==> src/rtl/cw_pkg.sv <==
// Shared codes, states and helpers for the chain walker.
// Assumes one byte per read and an 8-bit tuple code space.
package cw_pkg;
    localparam logic [7:0] CODE_NULL   = 8'h00;
    localparam logic [7:0] CODE_LL_ATT = 8'h11;
    localparam logic [7:0] CODE_LL_COM = 8'h12;
    localparam logic [7:0] CODE_TARGET = 8'h13;
    localparam logic [7:0] CODE_NOLINK = 8'h14;
    localparam logic [7:0] CODE_END    = 8'hFF;

    typedef enum logic [3:0] {
        S_IDLE, S_CODE_RQ, S_CODE_WT, S_LEN_RQ, S_LEN_WT,
        S_BODY_RQ, S_BODY_WT, S_LINK_SET, S_EMIT, S_ADV,
        S_CHAIN_END, S_DONE
    } walk_state_t;

    function automatic logic is_long(input logic [7:0] c);
        return (c == CODE_LL_ATT) || (c == CODE_LL_COM);
    endfunction

    function automatic logic is_link_class(input logic [7:0] c);
        return is_long(c) || (c == CODE_TARGET) || (c == CODE_NOLINK);
    endfunction
endpackage

==> src/rtl/cw_addr_step.sv <==
// Adds a tuple byte offset to a base address in the selected space.
// Assumes attribute space (space=0) uses even addresses only, so the
// offset is doubled there; common space (space=1) is byte-packed.
module cw_addr_step #(
    parameter int ADDR_W = 16
) (
    input  logic [ADDR_W-1:0] base,
    input  logic              space,
    input  logic [9:0]        off,
    output logic [ADDR_W-1:0] addr
);
    logic [10:0] scaled;

    // Scale the offset to the address stride of the space
    always_comb begin
        scaled = space ? {1'b0, off} : {off, 1'b0};
        addr   = base + ADDR_W'(scaled);
    end
endmodule

==> src/rtl/cw_link_track.sv <==
// Holds the one pending long link of the current chain.
// arm loads the implied hop to common address 0; an explicit link
// replaces it; a no-link cancels only the implied one; take consumes it.
// dup reports a second explicit link in the same chain.
module cw_link_track #(
    parameter int ADDR_W = 16
) (
    input  logic              clk,
    input  logic              rst_n,
    input  logic              arm,
    input  logic              cancel_dflt,
    input  logic              set_en,
    input  logic              set_space,
    input  logic [ADDR_W-1:0] set_addr,
    input  logic              take,
    output logic              pend_valid,
    output logic              pend_space,
    output logic [ADDR_W-1:0] pend_addr,
    output logic              dup
);
    logic explicit_q;

    assign dup = set_en && explicit_q;

    // Track the pending hop for the chain being walked
    always_ff @(posedge clk) begin
        if (!rst_n) begin
            pend_valid <= 1'b0;
            explicit_q <= 1'b0;
            pend_space <= 1'b0;
            pend_addr  <= '0;
        end else if (arm) begin
            pend_valid <= 1'b1;
            explicit_q <= 1'b0;
            pend_space <= 1'b1;
            pend_addr  <= '0;
        end else if (take) begin
            pend_valid <= 1'b0;
            explicit_q <= 1'b0;
        end else if (set_en && !explicit_q) begin
            pend_valid <= 1'b1;
            explicit_q <= 1'b1;
            pend_space <= set_space;
            pend_addr  <= set_addr;
        end else if (cancel_dflt && !explicit_q) begin
            pend_valid <= 1'b0;
        end
    end


    take_clears_chk: assert property (@(posedge clk) disable iff (!rst_n)
        take && !arm |=> !pend_valid);

    link_stored_chk: assert property (@(posedge clk) disable iff (!rst_n)
        set_en && !dup && !arm && !take |=> pend_valid && pend_space == $past(set_space)
            && pend_addr == $past(set_addr));
endmodule

==> src/rtl/cw_walker.sv <==
// Walks card information tuple chains across attribute and common space
// and streams the visible tuples. Assumes a read port whose data is valid
// the cycle after mem_req, and ADDR_W no wider than 32.
module cw_walker
    import cw_pkg::*;
#(
    parameter int ADDR_W = 16
) (
    input  logic              clk,
    input  logic              rst_n,
    input  logic              start,
    input  logic              ret_links,
    output logic              mem_req,
    output logic              mem_space,
    output logic [ADDR_W-1:0] mem_addr,
    input  logic [7:0]        mem_rdata,
    output logic              t_valid,
    input  logic              t_ready,
    output logic [7:0]        t_code,
    output logic [7:0]        t_len,
    output logic              t_space,
    output logic [ADDR_W-1:0] t_addr,
    output logic              done,
    output logic              err
);
    walk_state_t       state;
    logic [ADDR_W-1:0] cur_addr;
    logic              cur_space;
    logic [7:0]        code_q;
    logic [7:0]        len_q;
    logic [ADDR_W-1:0] tgt_q;
    logic [1:0]        bidx;
    logic              need_tgt;
    logic              ret_q;
    logic              err_q;

    logic [9:0]        fetch_off;
    logic [9:0]        next_off;
    logic [ADDR_W-1:0] fetch_addr;
    logic [ADDR_W-1:0] next_addr;

    logic              launch;
    logic              cancel_dflt;
    logic              set_en;
    logic              take;
    logic              pend_valid;
    logic              pend_space;
    logic [ADDR_W-1:0] pend_addr;
    logic              dup;

    // Offsets: byte to fetch now, and the size of the current tuple
    always_comb begin
        case (state)
            S_CODE_RQ: fetch_off = 10'd0;
            S_LEN_RQ:  fetch_off = 10'd1;
            default:   fetch_off = 10'd2 + {8'd0, bidx};
        endcase
        next_off = (code_q == CODE_NULL) ? 10'd1 : 10'd2 + {2'd0, len_q};
    end

    cw_addr_step #(.ADDR_W(ADDR_W)) u_fetch_step (
        .base(cur_addr), .space(cur_space), .off(fetch_off), .addr(fetch_addr)
    );

    cw_addr_step #(.ADDR_W(ADDR_W)) u_next_step (
        .base(cur_addr), .space(cur_space), .off(next_off), .addr(next_addr)
    );

    assign launch      = start && (state == S_IDLE || state == S_DONE);
    assign cancel_dflt = (state == S_LEN_WT) && (code_q == CODE_NOLINK) && (mem_rdata != CODE_END);
    assign set_en      = (state == S_LINK_SET);
    assign take        = (state == S_CHAIN_END) && pend_valid;

    cw_link_track #(.ADDR_W(ADDR_W)) u_links (
        .clk(clk), .rst_n(rst_n), .arm(launch), .cancel_dflt(cancel_dflt),
        .set_en(set_en), .set_space(code_q == CODE_LL_COM), .set_addr(tgt_q),
        .take(take), .pend_valid(pend_valid), .pend_space(pend_space),
        .pend_addr(pend_addr), .dup(dup)
    );

    // Read port and stream outputs follow the state
    always_comb begin
        mem_req   = (state == S_CODE_RQ) || (state == S_LEN_RQ) || (state == S_BODY_RQ);
        mem_space = cur_space;
        mem_addr  = fetch_addr;
        t_valid   = (state == S_EMIT);
        t_code    = code_q;
        t_len     = len_q;
        t_space   = cur_space;
        t_addr    = cur_addr;
        done      = (state == S_DONE);
        err       = err_q;
    end

    // Walk sequencer
    always_ff @(posedge clk) begin
        if (!rst_n) begin
            state     <= S_IDLE;
            cur_addr  <= '0;
            cur_space <= 1'b0;
            code_q    <= '0;
            len_q     <= '0;
            bidx      <= '0;
            need_tgt  <= 1'b0;
            ret_q     <= 1'b0;
            err_q     <= 1'b0;
        end else begin
            case (state)
                S_IDLE, S_DONE: begin
                    if (launch) begin
                        cur_addr  <= '0;
                        cur_space <= 1'b0;
                        need_tgt  <= 1'b0;
                        ret_q     <= ret_links;
                        err_q     <= 1'b0;
                        state     <= S_CODE_RQ;
                    end
                end
                S_CODE_RQ: state <= S_CODE_WT;
                S_CODE_WT: begin
                    code_q <= mem_rdata;
                    if (need_tgt && mem_rdata != CODE_TARGET) begin
                        err_q <= 1'b1;
                        state <= S_DONE;
                    end else if (mem_rdata == CODE_END) begin
                        state <= S_CHAIN_END;
                    end else if (mem_rdata == CODE_NULL) begin
                        state <= S_ADV;
                    end else begin
                        need_tgt <= 1'b0;
                        state    <= S_LEN_RQ;
                    end
                end
                S_LEN_RQ: state <= S_LEN_WT;
                S_LEN_WT: begin
                    len_q <= mem_rdata;
                    bidx  <= '0;
                    if (mem_rdata == CODE_END)
                        state <= S_CHAIN_END;
                    else if (is_long(code_q))
                        state <= S_BODY_RQ;
                    else if (!is_link_class(code_q) || ret_q)
                        state <= S_EMIT;
                    else
                        state <= S_ADV;
                end
                S_BODY_RQ: state <= S_BODY_WT;
                S_BODY_WT: begin
                    bidx  <= bidx + 2'd1;
                    state <= (bidx == 2'd3) ? S_LINK_SET : S_BODY_RQ;
                end
                S_LINK_SET: begin
                    if (dup) begin
                        err_q <= 1'b1;
                        state <= S_DONE;
                    end else begin
                        state <= ret_q ? S_EMIT : S_ADV;
                    end
                end
                S_EMIT: if (t_ready) state <= S_ADV;
                S_ADV: begin
                    cur_addr <= next_addr;
                    state    <= S_CODE_RQ;
                end
                S_CHAIN_END: begin
                    if (pend_valid) begin
                        cur_addr  <= pend_addr;
                        cur_space <= pend_space;
                        need_tgt  <= 1'b1;
                        state     <= S_CODE_RQ;
                    end else begin
                        state <= S_DONE;
                    end
                end
                default: state <= S_IDLE;
            endcase
        end
    end

    // Gather the long-link target, least significant byte first
    always_ff @(posedge clk) begin
        if (!rst_n) begin
            tgt_q <= '0;
        end else if (state == S_BODY_WT) begin
            for (int i = 0; i < ADDR_W; i++)
                if ((i / 8) == int'(bidx)) tgt_q[i] <= mem_rdata[i % 8];
        end
    end


    stream_hold_chk: assert property (@(posedge clk) disable iff (!rst_n)
        t_valid && !t_ready |=> t_valid && $stable(t_code) && $stable(t_len)
            && $stable(t_addr) && $stable(t_space));

    err_stops_chk: assert property (@(posedge clk) disable iff (!rst_n)
        err && !start |-> done);

    done_quiet_chk: assert property (@(posedge clk) disable iff (!rst_n)
        done |-> !mem_req && !t_valid);

    hide_links_chk: assert property (@(posedge clk) disable iff (!rst_n)
        t_valid && !ret_q |-> !is_link_class(t_code));

    single_read_chk: assert property (@(posedge clk) disable iff (!rst_n)
        mem_req |=> !mem_req);
endmodule

==> config.mk <==
export PLATFORM = sky130hd
export DESIGN_NAME = cw_walker
export DESIGN_NICKNAME = d
export VERILOG_FILES = /design/src/rtl/cw_pkg.sv /design/src/rtl/cw_addr_step.sv /design/src/rtl/cw_link_track.sv /design/src/rtl/cw_walker.sv
export SDC_FILE = /design/constraint.sdc
export NUM_CORES = 1
export LEC_CHECK = 0
export ABC_AREA = 1
export BUFFER_PORTS_ARGS = -buffer_cell sky130_fd_sc_hd__buf_2
export CAP_MARGIN = 0
export CORE_MARGIN = 10
export CORE_UTILIZATION = 30
export CTS_CLUSTER_DIAMETER = 150
export DETAILED_ROUTE_END_ITERATION = 12
export PLACE_DENSITY = 0.51
export SLEW_MARGIN = 20
export SYNTH_ARGS = -nofsm -noshare
export SYNTH_HDL_FRONTEND = slang
export SYNTH_SLANG_ARGS = --single-unit
==> constraint.sdc <==
create_clock -name clk -period 5.1 [get_ports clk]
set_input_delay 1.02 -clock clk [delete_from_list [all_inputs] [get_ports clk]]
set_output_delay 1.02 -clock clk [all_outputs]
set_load 0.05 [all_outputs]
* Word-level counts from Yosys, hierarchy flattened
Cells that the tools add are included.
** Storage, ports and cells
- Flip-flop bits (word level) :: 77
- Output and inout bits :: 54
- Bits of input ports :: 13
** Cells by class
- Equal/unequal tests :: 29
- Bitwise logic cells :: 2
- Reduce and logical (&&, ||, !) cells :: 41
- $add $sub $neg :: 5
- Mux-type cells :: 39
** Operators with widths (count)
- $pmux 16 s3 :: 1
- $pmux 4 s11 :: 1
- $mux 4 :: 9
- $add 16x11->16 :: 2
- $eq 8x5->1 const B :: 4
- $mux 16 :: 2
- $mux 1 :: 17
- $eq 4x3->1 const B :: 4
- $eq 4x4->1 const B :: 4
- $logic_not 8->1 :: 2
- $ne 2x2->1 const B :: 7
- $reduce_and 2->1 :: 6
- $mux 10 :: 1
- $add 2x8->9 const A :: 1
- $mux 9 :: 1
- $reduce_bool 3->1 :: 3
- $eq 4x2->1 const B :: 2
- $eq 8x8->1 const B :: 1
- $logic_and 1x1->1 :: 8
- $ne 8x5->1 const B :: 1
- $ne 8x8->1 const B :: 1
- $logic_or 1x1->1 :: 7
- $pmux 1 s3 :: 2
- $pmux 3 s2 :: 1
- other kinds (20) :: 28

* Longest topological paths before layout
- Depth in word-level cells :: 10
- Mapped depth :: 20
- Mapped depth without buffers :: 20

* By module
From an unflattened synthesis, not the netlist that was laid out.
** Second synthesis, totals
- Cells, all modules :: 950
- Area total of the unflattened synthesis :: 5820.6 um^2
** By module, submodules not included
- cw_walker :: seq. area each 1161.1 um^2, cells each 466, area an instance 3160.5 um^2, instances 1
- cw_addr_step :: seq. area each 0.0 um^2, cells each 194, area an instance 934.6 um^2, instances 2
- cw_link_track :: seq. area each 380.4 um^2, cells each 96, area an instance 790.8 um^2, instances 1

* Worst setup path after synthesis
Ideal clock, no wire load.
- Path kind :: reg-to-output
- From :: register cur_space (netlist: mem_space)
- To :: output port mem_addr[13]
- Arrival :: 2.935 ns
- Slack :: 1.145 ns
- Stages on the path, launching flop included :: 12
- Cells stage by stage :: dfxtp_1 inv_1 clkbuf_1 nand2_1 o21ai_0 ha_1 nand3_1 nand2_1 a21oi_1 nor3_1 nand2_1 xor2_1
** Between the ends
- Longest elaborated chain between the ends :: 2
** Ends and longest elaborated chain
- start, declared :: line cw_walker.sv:28 : logic cur_space;
- start signal, assigned :: line cw_walker.sv:168 : cur_space <= pend_space;
- $mux 4 :: line cw_addr_step.sv:16 : scaled = space ? {1'b0, off} : {off, 1'b0};
- $add 16x11->16 :: line cw_addr_step.sv:17 : addr = base + ADDR_W'(scaled);
- end, declared :: line cw_walker.sv:15 : output logic [ADDR_W-1:0] mem_addr,
No other way between the ends.

* Worst setup path in the final report
- From :: register state[3]
- To :: output port mem_addr[13]
** Between the ends
- Longest elaborated chain between the ends :: 4
- Elaborated cells on any way between the ends :: 5
- Those cells by class :: add/sub: 1; eq/ne: 2; mux: 2
** Ends and longest elaborated chain
- start, declared :: line cw_walker.sv:26 : walk_state_t state;
- start signal, assigned :: line cw_walker.sv:150 : state <= (bidx == 2'd3) ? S_LINK_SET : S_BODY_RQ;
- start signal, assigned :: line cw_walker.sv:157 : state <= ret_q ? S_EMIT : S_ADV;
- $eq 4x2->1 / $eq 4x1->1 (equally long branches) :: line cw_walker.sv:53 : case (state)
- $pmux 3 s2 * :: line cw_walker.sv:53
- $mux 4 * :: line cw_addr_step.sv:16
- $add 16x11->16 * :: line cw_addr_step.sv:17
Mark *: on every way between the ends. The rest lies on a longest branch, timed or not.

==> run_results.csv <==
group,metric,value,unit
outcome,outcome,"complete, no violations",
sta,finalWorstPathRequiredPeriod,4.33,ns
power_and_ir_drop,peakVddDrop,0.258,mV
power_and_ir_drop,power_density,518,mW/mm^2
sta,slew_headroom,42.8,%
sta,final_hold_viol_count,0,
power_and_ir_drop,p_int,0.00140,W
setup_path,cp-end-kind,"output port",
layout,fin_cells,965,
clocking,clock_latency,0.35,ns
global_routing,grt_pass1_wl,23.3,mm
die,row_count,45,
logic_synthesis,synth_top_area_share,33.2,%
power_and_ir_drop,netSwitchingFraction,49.9,%
drt,drtIter0Drc,310,
die,die_x,144,um
power_and_ir_drop,leakage,2.46,nW
die,dieHeight,144,um
logic_synthesis,synth_ff_type,"dfxtp_1",
layout,layout-drive-gt1-share,13.3,%
run,maxCapViolCount,0,
clocking,postCtsSetupRepairBufs,0,
logic_synthesis,async_flop_share,0,%
placed_design,placement.io_buffers,66,
logic_synthesis,synth_area_leaders,"dfxtp_1 (33%), nand2_1 (13%), a21oi_1 (9.9%)",
setup_path,crit_type,"register to output port",
drt,vias,4625,
global_routing,antenna_found_initial,0,
clocking,tritoncts,"built",
sta,period_share,84.9,%
drt,via_per_inst,4.79,
sta,final-setup-viol-count,0,
drt,ant_nets,0,
placed_design,gp_congestion,0.870,
global_routing,grt_use_total,14.2,%
placed_design,place_ws,1.12,ns
placed_design,dp.cells,949,
die,ios,67,
logic_synthesis,syn_nets,751,
clocking,cts_sinks,77,
clocking,numCtsBuffers,9,
sta,tightest_slew,0.857,ns
drt,routedWlPerCell,14.9,um
global_routing,grt_overflow_total,0,
logic_synthesis,ys_seq_elements,77,
layout,antennaDiodeCount,0,
logic_synthesis,yosys_warnings,0,
logic_synthesis,synth_cell_types,32,
clocking,cts.path.max_buffers,2,
min_path,hp-class,"register to register",
die,initial_core_util,30.5,%
logic_synthesis,synth_seq_area_share,33.2,%
power_and_ir_drop,total_switching_power,0.00139,W
clocking,ctsResizeCount,0,
sta,clock.fmax,231,MHz
setup_path,start_kind,"register",
logic_synthesis,synth_area,0.00464,mm^2
layout,fin_area,0.00539,mm^2
die,core-area,0.0152,mm^2
logic_synthesis,synth_edf_count,0,
sta,skew,0.00512,ns
drt,firstDrtPassIters,6,
logic_synthesis,syn_avg_cell_area,6.47,um^2
sta,layout_setup_ws,0.772,ns
setup_path,crit_required,4.08,ns
drt,route.detailed.drc,0,
clocking,hold_buffers,0,
placed_design,hpwl,11.0,mm
sta,rsz0062_at_grt,"false",
power_and_ir_drop,p_clk_share,22.5,%
die,dieArea,0.0208,mm^2
logic_synthesis,yosys.area.top_type,"dfxtp_1",
global_routing,first_global_vias,4400,
sta,tns,0,ns
power_and_ir_drop,pwr-share-seq,28.5,%
placed_design,placed_area,0.00510,mm^2
layout,fillers,1698,
sta,drv_slew,0,
drt,routed_wl,14.4,mm
sta,hold_ws,0.451,ns
setup_path,critPathArrivalTime,3.31,ns
clocking,clk_pin_slew,0.06,ns
setup_path,path_max_fanout,5,
clocking,htree_levels,3,
power_and_ir_drop,pwr-share-comb,49.0,%
clocking,cts_root_buf,"clkbuf_16",
logic_synthesis,synth_cells,717,
global_routing,grt_max_degree,37,
layout,syn2layout_area_growth,16.1,%
layout,final_nets,806,
==> synthesized netlist by cell type (5+ instances only) <==
cell	n
nor2_2	7
inv_2	5
inv_1	87
nor3_1	12
ha_1	19
dfxtp_1	77
o21ai_0	59
a21oi_1	92
o21ai_1	9
buf_2	7
nand3_1	63
nand2_1	159
nor2_1	62
clkbuf_1	12
xor2_1	11
nand2_2	5
==> power groups by stage <==
stage | logic (W) | registers, W | clock network, W
floorplan | 0.000850 | 0.00102 | 0
global route | 0.00153 | 0.000812 | 0.000660
global placement | 0.00138 | 0.000809 | 0
detailed placement | 0.00137 | 0.000809 | 0
finish | 0.00137 | 0.000795 | 0.000629
CTS | 0.00138 | 0.000796 | 0.000641
==> critical path: stages (launching register included) <==
cell and delay [ns]:
dfxtp_1 0.35, nor2_1 0.19, inv_1 0.07, nor2_1 0.14, inv_1 0.09, a21oi_1 0.23
o21ai_0 0.20, ha_1 0.34, nand3_1 0.08, nand2_1 0.13, a21oi_1 0.14, nor3_1 0.46
nand2_1 0.13, xor2_1 0.15, buf_2 0.28
==> logic make-up after synthesis <==
logic type	after synthesis	synth area share, %
xor gates and xnor gates	14	2.64
AOI/OAI and AO/OA	173	19.2
and+or+nand+nor	316	28.9
DFF	77	33.2
adders and majority gates	21	5.98
buffers and inverters	116	10.1
==> placed cells by master (no fill, tap or decap), drive strengths merged <==
cell / n
o21ai: 68
o22ai: 2
nor2: 70
nand2: 164
buf: 68
xnor2: 3
xor2: 11
nand3: 63
inv: 92
a32oi: 1
nor4: 1
nor3: 12
fa: 2
dfxtp: 77
a211oi: 2
a21o: 2
clkinv: 3
o31ai: 2
clkbuf: 13
a21oi: 92
nand4: 4
ha: 19
nor3b: 1
a31oi: 4
or2: 1
==> layout make-up <==
| type | instances | area [um^2] | area share [%] |
|---|---|---|---|
| multi-input cells | 524 | 2630 | 48.9 |
| flip-flops and latches | 77 | 1540 | 28.6 |
| repair buffers | 68 | 345 | 6.41 |
| inverters | 92 | 345 | 6.41 |
| clock buffers | 13 | 270 | 5.01 |
| well taps | 188 | 235 | 4.36 |
| clock inverters | 3 | 18.8 | 0.348 |
==> through the flow <==
step / utilization, % / total power [W]
after floorplan: - / 0.00187
after global placement: 33.6 / 0.00219
after global routing: 35.5 / 0.00300
after detailed placement: 33.6 / 0.00218
final: 35.5 / 0.00279
after CTS: 35.5 / 0.00282
==> path summary, 6_finish.rpt <==
path,startpoint,endpoint,slack (ns),cells after the start
setup reg to reg,t_code[7],t_addr[10],2.13,19
hold reg to reg,u_links.pend_addr[8],u_links.pend_addr[8],0.45,2
hold / removal,u_links.pend_addr[8],u_links.pend_addr[8],0.45,2
setup / recovery,state[3],mem_addr[13],0.77,14
==> flip-flops by register name (all words and copies together), names as in the netlist <==
register and flops:
ret_q 1, state 4, mem_space 1, t_len 8, u_links.pend_addr 16, u_links.pend_space 1
u_links.pend_valid 1, need_tgt 1, tgt_q 16, bidx 2, t_addr 16, u_links.explicit_q 1
t_code 8, err 1
==> layer usage <==
layer | track usage, % | vias up | wire length [um]
met5 | 0 | - | 0
li1 | - | 2462 | -
met2 | 22.0 | 92 | 6290
met4 | 5.74 | 0 | 298
met1 | 18.7 | 2052 | 6950
met3 | 2.89 | 19 | 848
(Power assumes the default switching activity.)
